`src/rtl/plat_power_pkg.sv`:
```
package plat_power_pkg;

  typedef enum logic [2:0] {
    PS_S0 = 3'd0,
    PS_S3 = 3'd3,
    PS_S4 = 3'd4,
    PS_S5 = 3'd5
  } pstate_t;

  function automatic logic code_ok(input logic [2:0] c);
    return (c == 3'd0) || (c == 3'd3) || (c == 3'd4) || (c == 3'd5);
  endfunction

  function automatic logic is_sleep3(input pstate_t s);
    return (s == PS_S3) || (s == PS_S4) || (s == PS_S5);
  endfunction

  function automatic logic is_sleep4(input pstate_t s);
    return (s == PS_S4) || (s == PS_S5);
  endfunction

endpackage

```
`src/rtl/psc_sync.sv`:
```
module psc_sync #(
  parameter int STAGES  = 2,
  parameter bit RST_VAL = 1'b0
) (
  input  logic clk,
  input  logic rst,
  input  logic d,
  output logic q
);
  logic [STAGES-1:0] chain;

  always_ff @(posedge clk) begin
    if (rst) chain <= {STAGES{RST_VAL}};
    else     chain <= {chain[STAGES-2:0], d};
  end

  assign q = chain[STAGES-1];
endmodule

```
`src/rtl/psc_rst_stretch.sv`:
```
module psc_rst_stretch #(
  parameter int HOLD_CYCLES = 1000
) (
  input  logic clk,
  input  logic rst,
  input  logic pg_ok,
  input  logic vr_ok,
  input  logic hard_req,
  output logic rst_n_o
);
  localparam int CW = $clog2(HOLD_CYCLES + 1);
  localparam logic [CW-1:0] LAST = CW'(HOLD_CYCLES - 1);

  logic [CW-1:0] cnt;
  logic          trouble;

  assign trouble = !pg_ok || !vr_ok || hard_req;

  always_ff @(posedge clk) begin
    if (rst) begin
      cnt     <= '0;
      rst_n_o <= 1'b0;
    end else if (trouble) begin
      cnt     <= '0;
      rst_n_o <= 1'b0;
    end else if (!rst_n_o) begin
      if (cnt == LAST) rst_n_o <= 1'b1;
      else             cnt     <= cnt + 1'b1;
    end
  end
endmodule

```
`src/rtl/psc_state.sv`:
```
module psc_state
  import plat_power_pkg::*;
(
  input  logic       clk,
  input  logic       rst,
  input  logic       pg_ok,
  input  logic       trip_n,
  input  logic       req_valid,
  input  logic [2:0] req_code,
  output logic       sleep3_n,
  output logic       sleep4_n,
  output logic       sleep5_n
);
  pstate_t state, nxt;
  logic    lat, lat_nxt;

  always_comb begin
    nxt     = state;
    lat_nxt = lat;
    if (!trip_n)     lat_nxt = 1'b1;
    else if (!pg_ok) lat_nxt = 1'b0;
    if (!trip_n || lat)                        nxt = PS_S5;
    else if (req_valid && code_ok(req_code))   nxt = pstate_t'(req_code);
  end

  always_ff @(posedge clk) begin
    if (rst) begin
      state    <= PS_S0;
      lat      <= 1'b0;
      sleep3_n <= 1'b1;
      sleep4_n <= 1'b1;
      sleep5_n <= 1'b1;
    end else begin
      state    <= nxt;
      lat      <= lat_nxt;
      sleep3_n <= !is_sleep3(nxt);
      sleep4_n <= !is_sleep4(nxt);
      sleep5_n <= !(nxt == PS_S5);
    end
  end
endmodule

```
`src/rtl/plat_power_ctrl.sv`:
```
module plat_power_ctrl #(
  parameter int HOLD_CYCLES = 1000,
  parameter int SYNC_STAGES = 2
) (
  input  logic       clk,
  input  logic       rst,
  input  logic       pwr_good_in,
  input  logic       vr_good_in,
  input  logic       hard_rst_req,
  input  logic       req_valid,
  input  logic [2:0] req_code,
  input  logic       therm_trip_n,
  output logic       plat_rst_n,
  output logic       sleep3_n,
  output logic       sleep4_n,
  output logic       sleep5_n
);
  localparam int NA = 3;
  localparam logic [NA-1:0] A_RST = 3'b100;

  logic [NA-1:0] a_raw, a_syn;
  logic          pg_s, vr_s, trip_s_n;

  assign a_raw = {therm_trip_n, vr_good_in, pwr_good_in};

  for (genvar g = 0; g < NA; g++) begin : g_sync
    psc_sync #(.STAGES(SYNC_STAGES), .RST_VAL(A_RST[g])) u_sync (
      .clk(clk), .rst(rst), .d(a_raw[g]), .q(a_syn[g])
    );
  end

  assign pg_s     = a_syn[0];
  assign vr_s     = a_syn[1];
  assign trip_s_n = a_syn[2];

  psc_rst_stretch #(.HOLD_CYCLES(HOLD_CYCLES)) u_stretch (
    .clk(clk), .rst(rst), .pg_ok(pg_s), .vr_ok(vr_s),
    .hard_req(hard_rst_req), .rst_n_o(plat_rst_n)
  );

  psc_state u_state (
    .clk(clk), .rst(rst), .pg_ok(pg_s), .trip_n(trip_s_n),
    .req_valid(req_valid), .req_code(req_code),
    .sleep3_n(sleep3_n), .sleep4_n(sleep4_n), .sleep5_n(sleep5_n)
  );
endmodule

```
`config.mk`:
```
export PLATFORM = sky130hd
export DESIGN_NAME = plat_power_ctrl
export DESIGN_NICKNAME = d
export VERILOG_FILES = /design/src/rtl/plat_power_pkg.sv /design/src/rtl/psc_sync.sv /design/src/rtl/psc_rst_stretch.sv /design/src/rtl/psc_state.sv /design/src/rtl/plat_power_ctrl.sv
export SDC_FILE = /design/constraint.sdc
export NUM_CORES = 1
export LEC_CHECK = 0
export ABC_AREA = 1
export BUFFER_PORTS_ARGS = -buffer_cell sky130_fd_sc_hd__buf_2
export CORE_ASPECT_RATIO = 0.5
export CORE_MARGIN = 2
export CORE_UTILIZATION = 35
export CTS_CLUSTER_SIZE = 16
export DETAILED_ROUTE_END_ITERATION = 8
export SLEW_MARGIN = 20
export SYNTH_ARGS = -nofsm -noshare
export SYNTH_HDL_FRONTEND = slang
export SYNTH_SLANG_ARGS = --single-unit
```
`constraint.sdc`:
```
create_clock -name clk -period 2.85 [get_ports clk]
set_input_delay 0.1425 -clock clk [delete_from_list [all_inputs] [get_ports clk]]
set_output_delay 0.1425 -clock clk [all_outputs]
set_load 0.005 [all_outputs]
```
==> impl_metrics.env <==
export IMPL_ys_warnings_count=0
export IMPL_maxCapViolCount=0
export IMPL_cp_max_fo=13
export IMPL_path_clk_slew_ns=0.08
export IMPL_die_y_um=42.6
export IMPL_post_cts_resized=0
export IMPL_post_synth_top_area_fraction_pct=46.1
export IMPL_clock_latency_ns=0.26
export IMPL_slew_headroom_pct=78.9
export IMPL_num_rows=13
export IMPL_end_kind="flip-flop"
export IMPL_worstHoldPathCells=2
export IMPL_hold_class="in -> reg"
export IMPL_path_class="reg -> reg"
export IMPL_rsz0062_at_grt="no"
export IMPL_synth_top_area_cell="dfxtp_1"
export IMPL_portBuffers=13
export IMPL_final_min_clock_period_ns=1.52
export IMPL_die_x_um=81.2
export IMPL_regToRegSetupSlack_ns=1.33
export IMPL_hold_buffers=0
export IMPL_wl_per_cell_um=9.04
export IMPL_layout_drive_gt1_share_pct=13.7
export IMPL_diodes=0
export IMPL_hold_path_startpoint="therm_trip_n"
export IMPL_dp_final_hpwl_mm=1.37
export IMPL_cts_tree="done"
export IMPL_overflow=0
export IMPL_synthCells=146
export IMPL_worstReg2RegEnd="u_stretch.cnt[7]"
export IMPL_synth_fp_nets=157
export IMPL_numCtsBuffers=3
export IMPL_avgViaCountPerCell=4.46
export IMPL_io_pins=14
export IMPL_cts_setup_buffers=0
export IMPL_rr_worst_depth=8
export IMPL_fin_nets=173
export IMPL_ir_drop_v=0.000281
export IMPL_skew_ns=0.00201
export IMPL_finalCritPeriodShare_pct=53.4
export IMPL_p_per_area_nw_per_um2=512
export IMPL_post_synth_main_area_contributors="dfxtp_1 46%, nand2_1 12%, inv_1 9.0%"
export IMPL_grtUsageTotal_pct=11.2
export IMPL_avgSynthCellArea_um2=7.14
export IMPL_final_core_util_pct=43.9
export IMPL_grt_max_degree=14
export IMPL_synth_area_um2=1040
export IMPL_core_area_um2=2720
export IMPL_drt_iter0_markers=41
export IMPL_root_buffer="clkbuf_8"
export IMPL_synth_seq_area_share_pct=46.1
export IMPL_clk_path_buf_depth=2
export IMPL_drc=0
export IMPL_outcome="finished, final reports clean"
export IMPL_cp_arrival_ns=1.67
export IMPL_setup_viol=0
export IMPL_ys_types=20
export IMPL_wl_mm=1.79
export IMPL_synth_seq_cells=24
export IMPL_area_growth_pct=14.4
export IMPL_leakage_nw=0.532
export IMPL_hold_violations=0
export IMPL_hold_end="g_sync[2].u_sync.chain[0]"
export IMPL_drv_slew=0
export IMPL_grt_pass1_vias=743
export IMPL_initial_core_util_pct=38.4
export IMPL_cp_start_kind="flip-flop"
export IMPL_vias=884
export IMPL_n_fill_cell=285
export IMPL_dieArea_um2=3460
export IMPL_final_antenna_net_count=0
export IMPL_first_pass_iters=4
export IMPL_max_freq_ghz=0.657
export IMPL_worstMarginPinSlew_ns=0.316
export IMPL_htree_levels=1
export IMPL_gp_congestion=0.807
export IMPL_r2r_start="u_stretch.cnt[0]"
export IMPL_antenna_found_initial=0
export IMPL_worstPathRequired_ns=3.00
export IMPL_clock_sinks=24
export IMPL_grt_pass1_wl_mm=3.01
export IMPL_fin_tns_setup_ns=0
## state kept, by name, summed over array words and instances, names as in the netlist
name                 count
u_stretch.cnt           10
g_sync.u_sync.chain      6
u_state.state            3
u_state.lat              1
u_state.sleep3_n         1
u_state.sleep4_n         1
u_state.sleep5_n         1
u_stretch.rst_n_o        1
## worst max path at each step
stage | start | to | depth (start not counted)
3_5_place_dp | u_stretch.cnt[0] | u_stretch.cnt[7] | 8
2_1_floorplan | u_stretch.cnt[0] | u_stretch.cnt[2] | 8
3_3_place_gp | u_stretch.cnt[0] | u_stretch.cnt[7] | 8
5_1_grt | u_stretch.cnt[0] | u_stretch.cnt[7] | 8
4_1_cts | u_stretch.cnt[0] | u_stretch.cnt[7] | 8
6_report | u_stretch.cnt[0] | u_stretch.cnt[7] | 8
## worst max-delay path, stage by stage (launching register included)
cell and delay (ns):
dfxtp_1 0.42, ha_1 0.19, nand2_1 0.08, inv_1 0.06, nand3_1 0.08, nand2_2 0.20
inv_1 0.17, o21ai_0 0.12, a21oi_1 0.08
## routing by layer
layer | part of all wire [%] | vias up | track usage, %
met4 | 0.95 | 0 | 2.03
met2 | 43 | 16 | 17.7
met1 | 52 | 382 | 14.9
li1 | - | 484 | -
met5 | 0 | - | 0
met3 | 4.1 | 2 | 3.88
## power by group
part	internal [mW]	switching, mW	total [mW]
Combinational	0.0156	0.0197	0.0353
Sequential	0.346	0.00252	0.348
Clock	0.123	0.103	0.226
Total	0.485	0.125	0.610
## synth_stat cells (all sizes together)
library cell,n
a21oi,8
a31oi,1
buf,2
dfxtp,24
ha,1
inv,25
nand2,34
nand3,13
nand3b,1
nand4,3
nor2,18
nor3,5
o211ai,1
o21ai,5
or2,2
xor2,3
## per-stage QoR
step | std cells | hold WS (ns) | instance area (um^2) | setup slack [ns] | power [mW]
finish | 198 | 0.0605 | 1190 | 1.33 | 0.610
global route | 198 | 0.0505 | 1190 | 1.19 | 0.642
CTS | 198 | 0.0520 | 1190 | 1.33 | 0.620
detailed placement | 194 | 0.330 | 1140 | 1.35 | 0.392
global placement | 194 | 0.326 | 1140 | 1.41 | 0.392
floorplan | 146 | 0.246 | 1040 | 1.60 | 0.379
## cell families (layout without fill, tap and decap cells)
| kind of cell | after synthesis | count (layout) | synth area share [%] |
|---|---|---|---|
| AO/OA/AOI/OAI | 15 | 15 | 7.56 |
| XOR/XNOR | 3 | 3 | 2.52 |
| adder cells (fa/ha/maj) | 1 | 1 | 1.20 |
| buffers and inverters | 27 | 42 | 10.6 |
| flip-flops | 24 | 24 | 46.1 |
| AND/OR/NAND/NOR | 76 | 76 | 32.1 |
## final cells by class
| cell class | instances | area (um^2) | area share [%] |
|---|---|---|---|
| inverters | 25 | 93.8 | 7.87 |
| well taps | 37 | 46.3 | 3.88 |
| repair buffers | 13 | 65.1 | 5.46 |
| flip-flops and latches | 24 | 480 | 40.3 |
| multi-input cells | 95 | 452 | 37.9 |
| clock buffers | 4 | 55.1 | 4.62 |
## layout by cell type, fill, tap and decap left out, types with 4 or more instances in the layout
cell type,count
dfxtp_1,24
clkbuf_8,4
o21ai_0,5
nor3_1,4
a21oi_1,8
inv_1,25
buf_2,13
nand2_1,33
nand3_1,13
nor2_1,17
No activity file was read; power rests on OpenSTA's default activity.
